**config.mk**
```make
export PLATFORM = sky130hd
export DESIGN_NAME = sv_seq
export DESIGN_NICKNAME = d
export VERILOG_FILES = /design/src/rtl/sv_seq_pkg.sv /design/src/rtl/sv_seq_dwell.sv /design/src/rtl/sv_seq_timer.sv /design/src/rtl/sv_seq_pick.sv /design/src/rtl/sv_seq.sv
export SDC_FILE = /design/constraint.sdc
export NUM_CORES = 1
export LEC_CHECK = 0
export BUFFER_PORTS_ARGS = -buffer_cell sky130_fd_sc_hd__buf_4
export CAP_MARGIN = 20
export CORE_ASPECT_RATIO = 1.75
export CORE_MARGIN = 10
export CORE_UTILIZATION = 58
export CTS_CLUSTER_SIZE = 8
export DETAILED_ROUTE_END_ITERATION = 16
export PLACE_DENSITY = 0.84
export SYNTH_ARGS = -nofsm -noshare
export SYNTH_HDL_FRONTEND = slang
export SYNTH_SLANG_ARGS = --single-unit
```
**constraint.sdc**
```tcl
create_clock -name clk -period 17.5 [get_ports clk]
set_input_delay 2.625 -clock clk [delete_from_list [all_inputs] [get_ports clk]]
set_output_delay 2.625 -clock clk [all_outputs]
set_load 0.005 [all_outputs]
```
**src/rtl/sv_seq_pkg.sv**
```systemverilog
`timescale 1ns/1ps
package sv_seq_pkg;
  localparam int LVL_W   = 2;
  localparam int PHASES  = 3;
  localparam int STATE_W = LVL_W * PHASES;
  localparam int NSEG    = 8;
  localparam int SEG_W   = $clog2(NSEG);

  typedef logic [STATE_W-1:0] vstate_t;
  typedef logic [SEG_W-1:0]   seg_t;

  // which input state a segment index carries: 0 open, 1 a, 2 b, 3 close
  function automatic logic [1:0] slot_of(input seg_t s);
    case (s)
      3'd0, 3'd7: return 2'd0;
      3'd1, 3'd6: return 2'd1;
      3'd2, 3'd5: return 2'd2;
      default:    return 2'd3;
    endcase
  endfunction
endpackage

```
**src/rtl/sv_seq_dwell.sv**
```systemverilog
`timescale 1ns/1ps
module sv_seq_dwell #(
  parameter int PERIOD_CYCLES = 10000,
  parameter int FRAC_W        = 16,
  parameter int FRAC_Q        = 15,
  localparam int CW           = $clog2(PERIOD_CYCLES + 1)
) (
  input  logic [FRAC_W-1:0] frac_a,
  input  logic [FRAC_W-1:0] frac_b,
  output logic [CW-1:0]     len_a,   // segments 1 and 6
  output logic [CW-1:0]     len_b,   // segments 2 and 5
  output logic [CW-1:0]     len_z,   // segments 3, 4 and 7
  output logic [CW-1:0]     len_f    // segment 0, absorbs remainder
);
  localparam int PW = CW + FRAC_W;
  localparam int XW = CW + 2;
  localparam logic [CW-1:0] T = CW'(PERIOD_CYCLES);

  // scaled dwell, saturated at a limit
  function automatic logic [CW-1:0] scale_dwell(input logic [FRAC_W-1:0] z,
                                                input logic [CW-1:0] lim);
    logic [PW-1:0] prod;
    prod = (PW'(PERIOD_CYCLES) * PW'(z)) >> FRAC_Q;
    if (prod > PW'(lim)) return lim;
    return prod[CW-1:0];
  endfunction

  logic [CW-1:0] dwell_a, dwell_b, dwell_z;
  logic [XW-1:0] used;

  always_comb begin
    dwell_a = scale_dwell(frac_a, T);
    dwell_b = scale_dwell(frac_b, T - dwell_a);
    dwell_z = T - dwell_a - dwell_b;
    len_a   = dwell_a >> 1;
    len_b   = dwell_b >> 1;
    len_z   = dwell_z >> 2;
    used    = (XW'(len_a) << 1) + (XW'(len_b) << 1) + XW'(len_z) * XW'(3);
    len_f   = CW'(XW'(PERIOD_CYCLES) - used);
  end
endmodule

```
**src/rtl/sv_seq_timer.sv**
```systemverilog
`timescale 1ns/1ps
module sv_seq_timer
  import sv_seq_pkg::*;
#(
  parameter int PERIOD_CYCLES = 10000,
  localparam int CW           = $clog2(PERIOD_CYCLES + 1)
) (
  input  logic          clk,
  input  logic          rst_n,
  input  logic          go,
  input  logic [CW-1:0] new_a,
  input  logic [CW-1:0] new_b,
  input  logic [CW-1:0] new_z,
  input  logic [CW-1:0] new_f,
  output seg_t          seg_q,
  output logic          run_q
);
  logic [CW-1:0] la_q, lb_q, lz_q, lf_q, cnt_q;

  function automatic logic [CW-1:0] len_at(input seg_t s, input logic [CW-1:0] a,
      input logic [CW-1:0] b, input logic [CW-1:0] z, input logic [CW-1:0] f);
    case (slot_of(s))
      2'd0:    return (s == 3'd0) ? f : z;
      2'd1:    return a;
      2'd2:    return b;
      default: return z;
    endcase
  endfunction

  // first non-empty segment at or after index 'from'; bit SEG_W is the hit flag
  function automatic logic [SEG_W:0] find_from(input int from, input logic [CW-1:0] a,
      input logic [CW-1:0] b, input logic [CW-1:0] z, input logic [CW-1:0] f);
    logic [SEG_W:0] r;
    r = '0;
    for (int i = 0; i < NSEG; i++) begin
      if (!r[SEG_W] && i >= from && len_at(seg_t'(i), a, b, z, f) != '0)
        r = {1'b1, seg_t'(i)};
    end
    return r;
  endfunction

  logic [SEG_W:0] first_hit, next_hit;
  logic           seg_end, seg_adv, period_done;
  logic [CW-1:0]  cur_len;

  assign first_hit   = find_from(0, new_a, new_b, new_z, new_f);
  assign next_hit    = find_from(int'(seg_q) + 1, la_q, lb_q, lz_q, lf_q);
  assign cur_len     = len_at(seg_q, la_q, lb_q, lz_q, lf_q);
  assign seg_end     = run_q && (cnt_q == '0);
  assign seg_adv     = seg_end && next_hit[SEG_W];
  assign period_done = seg_end && !next_hit[SEG_W];

  always_ff @(posedge clk) begin
    if (!rst_n) begin
      seg_q <= '0; cnt_q <= '0; run_q <= 1'b0;
      la_q <= '0; lb_q <= '0; lz_q <= '0; lf_q <= '0;
    end else if (go) begin
      la_q <= new_a; lb_q <= new_b; lz_q <= new_z; lf_q <= new_f;
      seg_q <= first_hit[SEG_W-1:0];
      cnt_q <= len_at(first_hit[SEG_W-1:0], new_a, new_b, new_z, new_f) - 1'b1;
      run_q <= 1'b1;
    end else if (seg_adv) begin
      seg_q <= next_hit[SEG_W-1:0];
      cnt_q <= len_at(next_hit[SEG_W-1:0], la_q, lb_q, lz_q, lf_q) - 1'b1;
    end else if (period_done) begin
      run_q <= 1'b0;
    end else if (run_q) begin
      cnt_q <= cnt_q - 1'b1;
    end
  end

  // remaining count stays inside the current segment
  p_cnt_in_seg_r4: assert property (@(posedge clk) disable iff (!rst_n)
    run_q |-> (cnt_q < cur_len));
  // the segment being played is never empty
  p_no_empty_seg_r5: assert property (@(posedge clk) disable iff (!rst_n)
    run_q |-> (cur_len != '0));
  // advancing moves forward in index
  p_seg_forward_r1: assert property (@(posedge clk) disable iff (!rst_n)
    (seg_adv && !go) |=> (seg_q > $past(seg_q)));
  // once finished, index holds until the next strobe
  p_idle_index_r8: assert property (@(posedge clk) disable iff (!rst_n)
    (!run_q && !go) |=> $stable(seg_q));
endmodule

```
**src/rtl/sv_seq_pick.sv**
```systemverilog
`timescale 1ns/1ps
module sv_seq_pick
  import sv_seq_pkg::*;
(
  input  seg_t    seg,
  input  vstate_t st_open,
  input  vstate_t st_a,
  input  vstate_t st_b,
  input  vstate_t st_close,
  output vstate_t st_out
);
  always_comb begin
    case (slot_of(seg))
      2'd0:    st_out = st_open;
      2'd1:    st_out = st_a;
      2'd2:    st_out = st_b;
      default: st_out = st_close;
    endcase
  end
endmodule

```
**src/rtl/sv_seq.sv**
```systemverilog
`timescale 1ns/1ps
module sv_seq
  import sv_seq_pkg::*;
#(
  parameter int PERIOD_CYCLES = 10000,
  parameter int FRAC_W        = 16,
  parameter int FRAC_Q        = 15
) (
  input  logic              clk,
  input  logic              rst_n,
  input  logic              period_go,
  input  logic [FRAC_W-1:0] frac_a,
  input  logic [FRAC_W-1:0] frac_b,
  input  logic [5:0]        vec_open,
  input  logic [5:0]        vec_a,
  input  logic [5:0]        vec_b,
  input  logic [5:0]        vec_close,
  output logic [1:0]        lvl_r,
  output logic [1:0]        lvl_y,
  output logic [1:0]        lvl_b,
  output logic [2:0]        seg_idx
);
  localparam int CW = $clog2(PERIOD_CYCLES + 1);

  logic [CW-1:0] n_a, n_b, n_z, n_f;
  vstate_t       so_q, sa_q, sb_q, sc_q, cur_st;
  seg_t          seg_q;
  logic          run_q;

  sv_seq_dwell #(.PERIOD_CYCLES(PERIOD_CYCLES), .FRAC_W(FRAC_W), .FRAC_Q(FRAC_Q)) u_dwell (
    .frac_a(frac_a), .frac_b(frac_b),
    .len_a(n_a), .len_b(n_b), .len_z(n_z), .len_f(n_f));

  sv_seq_timer #(.PERIOD_CYCLES(PERIOD_CYCLES)) u_timer (
    .clk(clk), .rst_n(rst_n), .go(period_go),
    .new_a(n_a), .new_b(n_b), .new_z(n_z), .new_f(n_f),
    .seg_q(seg_q), .run_q(run_q));

  always_ff @(posedge clk) begin
    if (!rst_n) begin
      so_q <= '0; sa_q <= '0; sb_q <= '0; sc_q <= '0;
    end else if (period_go) begin
      so_q <= vec_open; sa_q <= vec_a; sb_q <= vec_b; sc_q <= vec_close;
    end
  end

  sv_seq_pick u_pick (
    .seg(seg_q), .st_open(so_q), .st_a(sa_q), .st_b(sb_q), .st_close(sc_q),
    .st_out(cur_st));

  assign lvl_r   = cur_st[5:4];
  assign lvl_y   = cur_st[3:2];
  assign lvl_b   = cur_st[1:0];
  assign seg_idx = seg_q;

  // captured states move only on a strobe
  p_capture_on_go_r6: assert property (@(posedge clk) disable iff (!rst_n)
    !period_go |=> $stable({so_q, sa_q, sb_q, sc_q}));
  // levels hold once the period is over
  p_idle_levels_r8: assert property (@(posedge clk) disable iff (!rst_n)
    (!run_q && !period_go) |=> $stable({lvl_r, lvl_y, lvl_b}));
  // a strobe always starts a period
  p_go_starts_r4: assert property (@(posedge clk) disable iff (!rst_n)
    period_go |=> run_q);
endmodule

```
**Word level (Yosys, flattened, before mapping)**

Cells that the tools add are included.
W data, S select, Z words.

- Add/sub/neg operators: 9
- Multipliers: 3
- Order comparisons: 10
- Equal/unequal tests: 23
- Mux-type cells: 49
- Reductions and logical operators: 69

Operators with widths:

| cell | count |
|---|---|
| $mux W14 | 15 |
| $ge A4 B32 Y1 const A | 4 |
| $reduce_bool A14 Y1 | 8 |
| $pmux W14 S3 | 2 |
| $ge A3 B32 Y1 const A | 2 |
| $mux W4 | 15 |
| $mul A10 B16 Y26 const A | 2 |
| $sub A14 B1 Y14 const B | 3 |
| $ge A1 B32 Y1 const A | 1 |
| $ge A2 B32 Y1 const A | 1 |
| $add A14 B14 Y14 | 2 |
| $sub A14 B14 Y14 const A | 2 |
| $eq A3 B3 Y1 const B | 9 |
| $logic_and A1 B1 Y1 | 25 |
| $pmux W2 S3 | 3 |
| $pmux W6 S3 | 1 |
| $reduce_or A2 Y1 | 9 |
| $gt A15 B14 Y1 | 1 |
| $gt A15 B14 Y1 const B | 1 |
| $logic_not A1 Y1 | 15 |
| $logic_not A14 Y1 | 1 |
| $mul A12 B2 Y14 const B | 1 |
| $sub A14 B14 Y14 | 1 |
| $mux W2 | 5 |
| 14 further kinds | 34 |

- Flip-flop bits (word level): 94
- Input port bits: 59
- Output and inout port bits: 9
- Logic and storage cells: 174

**Depth between registers and ports, before layout**

Gate-level depths: netlist (run 1).

- Depth after elaboration: 46
- Depth in mapped cells: 87
- Mapped depth without buffers: 80

**Modules after synthesis**

A second synthesis (run 1) with hierarchy kept.

- Cells, all modules: 1,757
- Area total of the unflattened synthesis: 14,436.3 µm²

Modules (own cells, without submodules):

| module | instances | cells each | area each (µm²) |
|---|---|---|---|
| sv_seq_dwell | 1 | 1,052 | 8,363.0 |
| sv_seq_timer | 1 | 596 | 4,824.6 |
| sv_seq | 1 | 77 | 929.6 |
| sv_seq_pick | 1 | 32 | 319.1 |

**Worst setup path after synthesis (run 1)**

No wires, ideal clock.

- Path type: input-to-reg
- Start point: in frac_a[5]
- End point: reg u_timer.cnt_q[12]
- Library setup time: 86 ps
- Arrival time: 18,870 ps
- Data required time: 17,414 ps
- Path slack: -1,455 ps
- Cell stages on the path: 77
- Path buffers: 6
- Path through: inv_1 > fa_1 > inv_1 > ha_1 > fa_1 > ha_1 > inv_1 > fa_1 > inv_1 > ha_1 > buf_2 > a211oi_1 > o211ai_1 > o21ai_0 > xnor2_1 > o311ai_1 > a2111oi_0 > nand3_1 > (+41 left out) > or3_1 > a211oi_1 > inv_1 > nor4_1 > inv_1 > ha_1 > clkbuf_1 > a2111o_1 > nand2_1 > o2111ai_1 > a31o_2 > inv_1 > ha_1 > o211ai_1 > nor3_1 > nand3_1 > xnor2_1 > a211oi_1

- Cells in the longest elaborated chain, start to end: 46
- Elaborated cells on any way between the ends: 61
- Classes of those cells: 6 x add/sub; 2 x mul; 2 x order compare; 7 x eq/ne; 21 x mux; 23 x reduce/logical

Ends and longest elaborated chain:

| element | RTL line | source |
|---|---|---|
| start, declared | sv_seq.sv:12 | `input logic [FRAC_W-1:0] frac_a,` |
| $mul A10 B16 Y26 * | sv_seq_dwell.sv:23 | `prod = (PW'(PERIOD_CYCLES) * PW'(z)) >> FRAC_Q;` |
| $gt A15 B14 Y1 | sv_seq_dwell.sv:24 | `if (prod > PW'(lim)) return lim;` |
| $mux W1 | sv_seq_dwell.sv:24 |  |
| $mux W14 * | sv_seq_dwell.sv:25 | `return prod[CW-1:0];` |
| via n_a[0] | sv_seq.sv:25 | `logic [CW-1:0] n_a, n_b, n_z, n_f;` |
| $sub A14 B14 Y14 * | sv_seq_dwell.sv:33, sv_seq_dwell.sv:34 |  |
| $gt A15 B14 Y1 | sv_seq_dwell.sv:24 |  |
| $mux W1 | sv_seq_dwell.sv:24 |  |
| (+2 left out) | -- |  |
| via n_z[5] | sv_seq.sv:25 |  |
| (+29 left out) | -- |  |
| $mux W2 | sv_seq_timer.sv:57 | `end else if (go) begin` |
| $mux W2 | sv_seq_timer.sv:54 | `if (!rst_n) begin` |
| $eq A2 B2 Y1, or another cell as far along | sv_seq_timer.sv:22 | `case (slot_of(s))` |
| $pmux W14 S3 * | sv_seq_timer.sv:22 |  |
| $mux W14 * | sv_seq_timer.sv:57 |  |
| $mux W14 * | sv_seq_timer.sv:54 |  |
| $sub A14 B1 Y14 * | sv_seq_timer.sv:60 | `cnt_q <= len_at(first_hit[SEG_W-1:0], new_a, new_b, new_z, new_f) - 1'b1;` |
| $mux W14 * | sv_seq_timer.sv:57 |  |
| end signal, assigned | sv_seq_timer.sv:60 |  |
| end signal, assigned | sv_seq_timer.sv:64 | `cnt_q <= len_at(next_hit[SEG_W-1:0], la_q, lb_q, lz_q, lf_q) - 1'b1;` |
| end signal, assigned | sv_seq_timer.sv:68 | `cnt_q <= cnt_q - 1'b1;` |
| end, declared | sv_seq_timer.sv:18 | `logic [CW-1:0] la_q, lb_q, lz_q, lf_q, cnt_q;` |

Mark *: on every way through the listed nets, which the timed path passes. The rest lies on a longest branch. The select of a mux whose other input is x is not followed.
A chain may end at the register's enable or synchronous reset.

**Worst setup path in the final report (run 1)**

- Start point: in frac_a[6]
- End point: reg u_timer.cnt_q[12]

Same word-level chain as after synthesis.

==> impl_metrics.py, run 1 <==
metrics = {
    "global_routing": {
        "grtUsageTotal": 0.340,
        "grt_pass1_vias": 15781,
        "grt_overflow": 0,
        "antenna_found_initial": 0,
        "grt_first_pass_wirelength_mm": 84.2,
        "grt_start_max_net_pins": 87,
    },
    "synthesis": {
        "yosysTopAreaCell": "ha_1",
        "synth.avg_cell_area_um2": 8.00,
        "synthCells": 1778,
        "synth_seq_cells": 93,
        "synth_area_leaders": "ha_1 (16%), dfxtp_1 (13%), fa_1 (13%)",
        "ys_types": 99,
        "synth_seq_area_share": 0.131,
        "yosys.area.top_type_share": 0.164,
        "ys_dominant_reg_cell": "dfxtp_1",
        "synth-async-reset-ratio": 0,
        "synth_edf_count": 0,
        "synth_area_um2": 14200,
        "synth_nets": 2114,
        "yosys_warnings": 0,
    },
    "finish": {
        "final_util": 0.803,
        "drive_gt1_frac": 0.323,
        "final_nets": 2509,
        "insertedDiodeCount": 0,
        "syn2layout_area_growth_pct": 36.1,
    },
    "timing": {
        "setup_viol": 11,
        "slew_violations": 0,
        "fin_skew_ns": 0.0184,
        "slew_headroom": 0.238,
        "max_freq_ghz": 0.0565,
        "tightest_slew_ns": 1.14,
        "rsz0062_at_grt": "true",
        "fin_tns_setup_ns": -1.00,
        "fin_crit_sh": 1.01,
        "hold_violations": 0,
        "period_needed_ns": 17.71,
        "fin_ws_ns": -0.213,
    },
    "detailed_routing": {
        "drtAntennaViolNets": 0,
        "num_vias": 15946,
        "wirelength_mm": 59.2,
        "dr.pass1.iters": 6,
        "wl_per_cell_um": 23.8,
        "drc": 0,
        "drtIter0Drc": 1481,
        "routed_via_density": 6.41,
    },
    "worst_setup_path": {
        "cp.arrival_ns": 17.97,
        "crit_buf_inv": 18,
        "cp_max_fo": 9,
        "slowest_delay_ns": 0.59,
        "crit_start": "frac_a[6]",
        "cp_data_required_time_ns": 17.76,
        "crit_top_cell": "ha_4",
        "end_kind": "flop",
        "crit_family": "adder cells",
        "reg2reg_depth": 20,
        "cp-start-kind": "primary input",
        "cp_slowest_cell": "or4_4",
        "timing.rr.start": "u_timer.lz_q[1]",
        "critPathKind": "in2reg",
        "path_depth": 75,
    },
    "placement": {
        "gp_congestion": 1.08,
        "dp_hpwl_mm": 45.0,
        "detailedPlace.worstSlack_ns": -0.793,
        "io_buffers": 67,
    },
    "min_path": {
        "hold_path_depth": 2,
        "hp-start": "sa_q[3]",
        "min_path_type": "reg2reg",
    },
    "clocking": {
        "holdBufCountCts": 0,
        "clockRootBuffer": "clkbuf_16",
        "numCtsBuffers": 9,
        "htreeDepth": 3,
        "clock_latency_ns": 0.37,
        "clock_sinks": 93,
        "clock_path_buffers": 2,
        "clkTransAtPathRegs_ns": 0.07,
        "cts_tree": "done",
    },
    "flow_run": {
        "drv_cap": 0,
    },
    "die": {
        "start_util": 0.590,
        "rows": 75,
        "die_area_um2": 31400,
        "fp.coreArea_um2": 24100,
        "die_h_um": 227,
        "ioPinCount": 68,
        "die_w_um": 138,
    },
    "outcome": {
        "violations": "negative setup slack",
        "run_status": "complete, but fails checks",
    },
}
[logic make-up after synthesis]
kind of cell | after synthesis | share of synthesized area
adders and majority gates | 279 | 0.293
muxes | 68 | 0.0481
DFF | 93 | 0.131
and+or+nand+nor | 501 | 0.174
buffers and inverters | 336 | 0.0907
AOI/OAI and AO/OA | 437 | 0.223
xor gates and xnor gates | 64 | 0.0399
[through the flow]
stage          area, um2  instances  hold slack, ns
2_1_floorplan      14700       1778           0.458
3_3_place_gp       17700       2419           0.477
3_5_place_dp       17700       2419           0.486
4_1_cts            18200       2443           0.503
5_1_grt            19400       2486           0.531
6_report           19400       2486           0.500
[timing repair]
action                     CTS  global route
pin swaps                   14           135
setup endpoints to repair   12            14
setup buffers                8            43
resized for setup           27           170
cloned                       0             0
[tightest hold or removal path: cells and delay by family, from the launching register on]
| family | cells | cell delay, ns |
|---|---|---|
| flip-flops | 1 | 0.33 |
| AND/OR/NAND/NOR | 1 | 0.07 |
| multiplexers | 1 | 0.06 |
[layout make-up]
type                            instances  area (um2)
Multi-Input combinational cell       1349       12400
Fill cell                            1491        4760
Timing Repair Buffer                  442        3390
Sequential cell                        93        1860
Inverter                              278        1060
Tap cell                              308         385
Clock buffer                            9         225
Clock inverter                          7        78.8
[sequential cells by signal, summed over array words and instances (netlist names)]
signal,count
u_timer.seg_q,3
u_timer.lf_q,14
so_q,6
u_timer.run_q,1
u_timer.lz_q,11
u_timer.la_q,13
sb_q,6
u_timer.lb_q,13
sa_q,6
sc_q,6
u_timer.cnt_q,14
[Yosys cell counts, types with 44 or more instances]
cell        n
a211oi_1   44
a21oi_1    80
clkbuf_1   44
dfxtp_1    93
fa_1       91
ha_1      186
inv_1     276
mux2i_1    65
nand2_1   112
nor2_1    175
o21ai_0    72
xnor2_1    45
[worst paths after layout]
kind	slack [ns]	to
hold reg to reg	0.50	sa_q[3]
hold / removal	0.50	sa_q[3]
setup reg to reg	11.77	u_timer.cnt_q[12]
setup / recovery	-0.21	u_timer.cnt_q[12]
[routing by layer]
| metal | share of wire | global-route usage |
|---|---|---|
| met1 | 0.31 | 0.295 |
| met2 | 0.52 | 0.648 |
| met3 | 0.062 | 0.0555 |
| met4 | 0.11 | 0.322 |
| met5 | 0 | 0 |
[cell usage in the layout, fill, tap and decap left out, types with 11 or more instances in the layout]
master	n
nand2_1	107
buf_4	426
nor3_1	23
buf_6	14
a21oi_1	63
nor4_1	20
xnor2_1	37
a22oi_1	11
fa_1	87
o21a_1	19
inv_2	20
xor2_1	16
a31oi_1	15
nand2b_1	15
o211ai_1	22
nand4_1	13
a21oi_2	15
ha_1	156
dfxtp_1	93
mux2i_1	63
a21o_1	20
o21ai_2	12
o21ai_0	53
nor2_1	161
inv_1	253
ha_4	29
and2_1	13
a211oi_1	36
o21ai_1	16
nand3_1	29
and3_1	11
Power of run 1 is left out: the tool's default activity adds up to more than one toggle a clock period on the data nets, which glitch-free logic cannot reach.
==> inputs of run 2 (changes only) <==
--- a/config.mk
+++ b/config.mk
@@ -5,6 +5,7 @@
 export SDC_FILE = /design/constraint.sdc
 export NUM_CORES = 1
 export LEC_CHECK = 0
+export ABC_AREA = 1
 export BUFFER_PORTS_ARGS = -buffer_cell sky130_fd_sc_hd__buf_4
 export CAP_MARGIN = 20
 export CORE_ASPECT_RATIO = 1.75
@@ -13,6 +14,7 @@
 export CTS_CLUSTER_SIZE = 8
 export DETAILED_ROUTE_END_ITERATION = 16
 export PLACE_DENSITY = 0.84
+export SKIP_LAST_GASP = 1
 export SYNTH_ARGS = -nofsm -noshare
 export SYNTH_HDL_FRONTEND = slang
 export SYNTH_SLANG_ARGS = --single-unit
==> run 2 against run 1 <==
The run now ends clean; register-to-register slack better by 0.60 ns; sequential share of layout area up 2.1 points; flip-flop and latch count unchanged; first-iteration DRC count down 37%; core utilization down 14 points; critical path depth up 15; worst setup slack better by 1.1 ns; maximum frequency up 6.6%; cell area down 18%; clock-buffer cell count unchanged; cell count up 3.5%; hold slack about the same; critical endpoint unchanged.
==> impl_metrics.py, run 2 <==
metrics = {
    "outcome": {
        "run_status": "finished, final reports clean",
    },
    "worst_setup_path": {
        "crit_top_cell": "nand2_1",
        "slowest_delay_ns": 0.56,
        "crit_family": "simple AND/OR/NAND/NOR gates",
        "crit_buf_inv": 22,
        "cp.arrival_ns": 16.89,
        "end_kind": "flop",
        "cp_max_fo": 8,
        "cp-start-kind": "primary input",
        "cp_data_required_time_ns": 17.76,
        "cp_slowest_cell": "fa_1",
        "critPathKind": "in2reg",
    },
    "global_routing": {
        "grt.busiest_layer": "met2",
        "use_met1": 0.272,
        "grt_first_pass_wirelength_mm": 77.6,
        "grt_start_max_net_pins": 87,
        "grt_overflow": 0,
        "use_met3": 0.0574,
        "grt_pass1_vias": 15146,
        "antenna_found_initial": 0,
        "grtUsageTotal": 0.310,
        "use_met2": 0.579,
    },
    "timing": {
        "whs_ns": 0.500,
        "fin_skew_ns": 0.00862,
        "hold_violations": 0,
        "period_needed_ns": 16.62,
        "fin_crit_sh": 0.950,
        "slew_headroom": 0.389,
        "slew_violations": 0,
        "max_freq_ghz": 0.0602,
        "tightest_slew_ns": 0.907,
        "setup_viol": 0,
    },
    "detailed_routing": {
        "drc": 0,
        "drtAntennaViolNets": 0,
        "dr.pass1.iters": 6,
        "wirelength_mm": 49.5,
        "drtIter0Drc": 930,
        "wl_per_cell_um": 19.2,
        "routed_via_density": 5.74,
        "num_vias": 14770,
    },
    "synthesis": {
        "synth_area_um2": 14300,
        "synth_seq_cells": 93,
        "ys_types": 54,
        "synth_edf_count": 0,
        "yosysTopAreaCell": "ha_1",
        "synth.avg_cell_area_um2": 6.61,
        "synth_nets": 2496,
        "synth_area_leaders": "ha_1 (16%), dfxtp_1 (13%), fa_1 (13%)",
        "ys_dominant_reg_cell": "dfxtp_1",
        "yosysMostFrequentCell": "inv_1",
        "synth_seq_area_share": 0.130,
        "synthCells": 2160,
        "yosys.area.top_type_share": 0.163,
        "synth_top_cells_by_count": "inv_1 (482), nand2_1 (400), nor2_1 (191), ha_1 (186), a21oi_1 (128)",
        "yosys_warnings": 0,
        "synth-async-reset-ratio": 0,
    },
    "die": {
        "start_util": 0.592,
        "die_area_um2": 31500,
        "ioPinCount": 68,
        "die_h_um": 228,
        "die_w_um": 139,
        "fp.coreArea_um2": 24100,
        "rows": 75,
    },
    "flow_run": {
        "drv_cap": 0,
    },
    "placement": {
        "gp_congestion": 1.08,
        "dp_hpwl_mm": 40.1,
        "io_buffers": 67,
    },
    "clocking": {
        "htreeDepth": 3,
        "numCtsBuffers": 9,
        "clock_sinks": 93,
        "clock_latency_ns": 0.37,
        "holdBufCountCts": 0,
        "clockRootBuffer": "clkbuf_16",
        "cts_tree": "done",
        "clock_path_buffers": 2,
        "clkTransAtPathRegs_ns": 0.07,
    },
    "finish": {
        "drive_gt1_frac": 0.117,
        "final_cell_mix": "inv_1 (481), nand2_1 (397), nor2_1 (188), ha_1 (182), buf_4 (133)",
        "nFillCells": 2182,
        "insertedDiodeCount": 0,
        "syn2layout_area_growth_pct": 11.5,
        "final_common_cell": "inv_1",
        "top_regs": "u_timer.cnt_q x14, u_timer.lf_q x14",
        "final_nets": 2595,
    },
    "min_path": {
        "min_path_type": "reg2reg",
    },
}
-- run 2: cell count changes after synthesis, moves of 18 or more --
cell,before,now
o21ai_0,72,108
nand4_1,13,47
xnor2_1,45,12
a211oi_1,44,2
inv_1,276,482
nand2_1,112,400
a21oi_1,80,128
mux2i_1,65,5
o21a_1,20,2
nand3_1,31,124
nand2_2,1,27
-- run 2: stage by stage --
stage	TNS [ns]	instance area (um2)	worst slack, ns	instances	util
global placement	-4.59	15400	-0.454	2547	0.639
finish	0	15900	0.876	2572	0.660
floorplan	0	14300	1.89	2160	-
CTS	0	15700	0.107	2563	0.651
global route	-0.135	15900	-0.0614	2572	0.660
detailed placement	-7.00	15400	-0.639	2547	0.639
-- run 2: final timing paths --
| path | slack [ns] | cells past startpoint | to | start |
|---|---|---|---|---|
| max | 0.88 | 90 | u_timer.cnt_q[12] | frac_a[4] |
| min reg2reg | 0.50 | 2 | u_timer.lz_q[10] | u_timer.lz_q[10] |
| max reg2reg | 12.37 | 26 | u_timer.cnt_q[12] | u_timer.seg_q[2] |
| min | 0.50 | 2 | u_timer.lz_q[10] | u_timer.lz_q[10] |
-- run 2: tightest hold or removal path: stages (launching register included) --
cell	delay, ns
dfxtp_1	0.33
nand2_1	0.07
a21oi_1	0.06
-- run 2: layer usage --
metal,vias up,share of wire
met5,-,0
met3,307,0.062
met1,6774,0.32
met4,0,0.11
li1,7042,-
met2,647,0.51
-- run 2: cell type report --
class,instances,area [um2],area share
tap,308,385,0.0242
multi-input combinational,1521,10500,0.658
clock buffer,9,225,0.0141
timing repair buffer,135,1030,0.0647
sequential,93,1860,0.117
inverter,499,1870,0.118
clock inverter,7,65.1,0.00409
-- run 2: kinds of logic after synthesis --
kind of cell / share of synthesized area
XOR/XNOR: 0.0251
AND/OR/NAND/NOR: 0.277
multiplexers: 0.00350
adder cells (fa/ha/maj): 0.291
flip-flops: 0.130
buffers and inverters: 0.147
AO/OA/AOI/OAI: 0.126
-- run 2: what timing repair did --
action / in CTS / in global routing
gates resized for setup: 2 / 28
pin swaps: 0 / 5
cloned: 0 / 1
endpoints found under the setup margin: 12 / 14
setup buffers: 0 / 8
Power of run 2 is left out for the same reason.
==> inputs of run 3 (changes only) <==
--- a/config.mk
+++ b/config.mk
@@ -5,15 +5,14 @@
 export SDC_FILE = /design/constraint.sdc
 export NUM_CORES = 1
 export LEC_CHECK = 0
-export ABC_AREA = 1
 export BUFFER_PORTS_ARGS = -buffer_cell sky130_fd_sc_hd__buf_4
 export CAP_MARGIN = 20
 export CORE_ASPECT_RATIO = 1.75
 export CORE_MARGIN = 10
-export CORE_UTILIZATION = 58
+export CORE_UTILIZATION = 60
 export CTS_CLUSTER_SIZE = 8
 export DETAILED_ROUTE_END_ITERATION = 16
-export PLACE_DENSITY = 0.84
+export PLACE_DENSITY = 0.83
 export SKIP_LAST_GASP = 1
 export SYNTH_ARGS = -nofsm -noshare
 export SYNTH_HDL_FRONTEND = slang
==> constraint.sdc (replaced) <==
create_clock -name clk -period 16.8 [get_ports clk]
set_input_delay 2.52 -clock clk [delete_from_list [all_inputs] [get_ports clk]]
set_output_delay 2.52 -clock clk [all_outputs]
set_load 0.005 [all_outputs]
==> run 3 against run 2 <==
The flow now stops in global routing; synthesized cell count is 18% lower; synthesized area is 0.38% lower.
==> impl_metrics.py, run 3 <==
metrics = {
    "synthesis": {
        "synth_nets": 2114,
        "synth_edf_count": 0,
        "synth.avg_cell_area_um2": 8.00,
        "synth_area_leaders": "ha_1 (16%), dfxtp_1 (13%), fa_1 (13%)",
        "yosysTopAreaCell": "ha_1",
        "synth_top_cells_by_count": "inv_1 (276), ha_1 (186), nor2_1 (175), nand2_1 (112), dfxtp_1 (93)",
        "synthCells": 1778,
        "yosysMostFrequentCell": "inv_1",
        "synth_seq_area_share": 0.131,
        "synth-async-reset-ratio": 0,
        "ys_dominant_reg_cell": "dfxtp_1",
        "synth_area_um2": 14200,
        "yosys_warnings": 0,
        "yosys.area.top_type_share": 0.164,
        "ys_types": 99,
        "synth_seq_cells": 93,
    },
    "clocking": {
        "htreeDepth": 3,
        "clock_sinks": 93,
        "clockRootBuffer": "clkbuf_16",
        "numCtsBuffers": 9,
        "clock_path_buffers": 2,
    },
    "placement": {
        "gp_congestion": 1.09,
        "dp_hpwl_mm": 49.6,
        "detailedPlace.worstSlack_ns": -2.12,
        "io_buffers": 67,
    },
    "die": {
        "die_h_um": 224,
        "start_util": 0.610,
        "ioPinCount": 68,
        "rows": 74,
        "die_w_um": 136,
    },
    "timing": {
        "crit_endpoint": "u_timer.cnt_q[8]$_SDFFE_PN0P_/D",
        "endpoint_type": "register data pin",
    },
    "outcome": {
        "run_status": "did not finish",
        "tool.error": "[ERROR GRT-0232] Routing congestion too high. Check the congestion heatmap in the GUI.",
        "lastStage": "global routing",
    },
    "global_routing": {
        "grtUsageTotal": 0.569,
        "grt_start_max_net_pins": 87,
        "grt_overflow": 3,
    },
}
## run 3: cell count changes after synthesis, sizes merged, moves of 16 or more
cell | previous run | this run
nand2 | 435 | 113
inv | 496 | 277
nand3 | 133 | 31
mux2i | 5 | 65
a21oi | 133 | 85
a211oi | 2 | 48
o21ai | 121 | 84
nand4 | 47 | 13
xnor2 | 12 | 46
nor2 | 206 | 176
o21a | 2 | 20
a21o | 4 | 20
nand2b | 0 | 16
## run 3: routing by layer
metal / GRT overflow / GRT usage
met2: 2 / 0.808
met5: 0 / 0.0454
met3: 0 / 0.365
met4: 1 / 0.634
met1: 0 / 0.502
## run 3: logic make-up after synthesis
group                      share of synthesized area
DFF                                            0.131
buffers and inverters                         0.0907
adders and majority gates                      0.293
xor gates and xnor gates                      0.0399
AOI/OAI and AO/OA                              0.223
muxes                                         0.0481
and+or+nand+nor                                0.174
## run 3: metrics by stage
step	hold slack (ns)	std cells	area, um2
2_1_floorplan	0.458	1778	14700
3_3_place_gp	0.474	2498	18300
3_5_place_dp	0.489	2498	18300
4_1_cts	0.503	2557	19500
## run 3: timing repair
action,in CTS
hold buffers,0
pin swaps,106
endpoints found under the setup margin,14
resized for setup,129
buffers inserted,43
cloned,0
==> inputs of run 4 (changes only) <==
--- a/config.mk
+++ b/config.mk
@@ -7,12 +7,10 @@
 export LEC_CHECK = 0
 export BUFFER_PORTS_ARGS = -buffer_cell sky130_fd_sc_hd__buf_4
 export CAP_MARGIN = 20
-export CORE_ASPECT_RATIO = 1.75
 export CORE_MARGIN = 10
-export CORE_UTILIZATION = 60
-export CTS_CLUSTER_SIZE = 8
+export CORE_UTILIZATION = 40
 export DETAILED_ROUTE_END_ITERATION = 16
-export PLACE_DENSITY = 0.83
+export PLACE_DENSITY_LB_ADDON = 0.15
 export SKIP_LAST_GASP = 1
 export SYNTH_ARGS = -nofsm -noshare
 export SYNTH_HDL_FRONTEND = slang
==> run 4 against run 3 <==
The flow now finishes, with violations (negative setup slack).
==> impl_metrics.py, run 4 (synthesis results as in run 1) <==
metrics = {
    "clocking": {
        "htreeDepth": 3,
        "cts_tree": "done",
        "clock_sinks": 93,
        "clockRootBuffer": "clkbuf_16",
        "clock_path_buffers": 2,
        "clkTransAtPathRegs_ns": 0.07,
        "clock_latency_ns": 0.35,
        "numCtsBuffers": 9,
    },
    "die": {
        "die_h_um": 209,
        "die_w_um": 209,
        "fp.coreArea_um2": 35300,
        "rows": 69,
        "die_area_um2": 43500,
        "ioPinCount": 68,
        "start_util": 0.403,
    },
    "detailed_routing": {
        "wirelength_mm": 48.4,
        "num_vias": 14419,
        "dr.pass1.iters": 5,
        "wl_per_cell_um": 18.1,
        "routed_via_density": 5.39,
        "drtIter0Drc": 850,
        "drtAntennaViolNets": 0,
        "drc": 0,
    },
    "timing": {
        "max_freq_ghz": 0.0595,
        "fin_tns_setup_ns": -0.0177,
        "slew_violations": 0,
        "tightest_slew_ns": 1.06,
        "hold_violations": 0,
        "fin_crit_sh": 1.00,
        "rsz0062_at_grt": "true",
        "slew_headroom": 0.294,
        "whs_ns": 0.500,
        "fin_skew_ns": 0.00927,
        "fin_ws_ns": -0.0177,
        "setup_viol": 1,
        "period_needed_ns": 16.82,
    },
    "finish": {
        "final_util": 0.556,
        "drive_gt1_frac": 0.331,
        "top_regs": "u_timer.cnt_q x14, u_timer.lf_q x14",
        "final_cell_mix": "buf_4 (469), inv_1 (249), nor2_1 (162), ha_1 (159), nand2_1 (105)",
        "final_common_cell": "buf_4",
        "insertedDiodeCount": 0,
        "final_nets": 2547,
        "syn2layout_area_growth_pct": 38.0,
    },
    "min_path": {
        "min_path_type": "reg2reg",
    },
    "worst_setup_path": {
        "cp_max_fo": 6,
        "end_kind": "flop",
        "cp-start-kind": "primary input",
        "slowest_delay_ns": 0.53,
        "crit_buf_inv": 14,
        "cp_slowest_cell": "fa_1",
        "critPathKind": "in2reg",
        "crit_top_cell": "ha_4",
        "reg2reg_slack_ns": 11.19,
        "cp_data_required_time_ns": 17.07,
        "cp.arrival_ns": 17.09,
        "crit_family": "adder cells",
    },
    "global_routing": {
        "grt_pass1_vias": 14409,
        "grt_overflow": 0,
        "grt_first_pass_wirelength_mm": 77.1,
        "grt_start_max_net_pins": 87,
        "antenna_found_initial": 0,
        "grtUsageTotal": 0.217,
    },
    "placement": {
        "detailedPlace.worstSlack_ns": -1.04,
        "gp_congestion": 0.975,
        "dp_hpwl_mm": 40.3,
        "io_buffers": 67,
    },
    "flow_run": {
        "drv_cap": 0,
    },
    "outcome": {
        "violations": "negative setup slack",
        "run_status": "complete, but fails checks",
    },
}
## run 4: stage by stage
step	std cells	cell area, um2
final	2676	19600
after global routing	2676	19600
after CTS	2653	19100
after detailed placement	2605	18200
after global placement	2605	18200
after floorplan	1778	14700
## run 4: worst reg2reg max path, cell delays in order (launching register included)
cell and delay (ns):
dfxtp_1 0.34, nor4_1 0.81, nand3_1 0.36, o31ai_1 0.33
nand2_1 0.13, a31o_2 0.25, or3_1 0.36, o21ai_0 0.20
buf_4 0.24, or2_2 0.28, o21ai_0 0.16, a21oi_1 0.35
o32ai_2 0.15, or4_1 0.42, a31oi_1 0.22, a21oi_2 0.08
nor4_4 0.34, nand4_1 0.15, xor2_1 0.18, a211oi_2 0.17
## run 4: timing repair
action	CTS	global route
hold buffers	0	0
setup endpoints to repair	13	14
setup buffers	33	22
resized for setup	77	94
pin swaps	89	81
gates cloned	0	0
endpoints found under the hold margin	0	0
## run 4: worst paths after layout
path,endpoint,cells past startpoint,start
worst max-delay path,u_timer.cnt_q[10],70,frac_a[11]
worst max register to register,u_timer.cnt_q[13],19,u_timer.lz_q[4]
worst min register to register,sa_q[0],2,sa_q[0]
worst min-delay path,sa_q[0],2,sa_q[0]
## run 4: layout make-up
type	instances	area (um2)
Multi-Input combinational cell	1349	12200
Inverter	278	1070
Timing Repair Buffer	480	3660
Fill cell	3318	15700
Clock buffer	9	225
Sequential cell	93	1860
Clock inverter	6	55.1
Tap cell	461	577
## run 4: routing by layer
metal  GRT usage  up-vias  wire [um]
met5           0        -          0
met4      0.0690        0       1520
met3      0.0194       77       1820
met2       0.369      292      23000
met1       0.283     6931      22100
li1            -     7119          -
Power of run 4 is left out for the same reason.
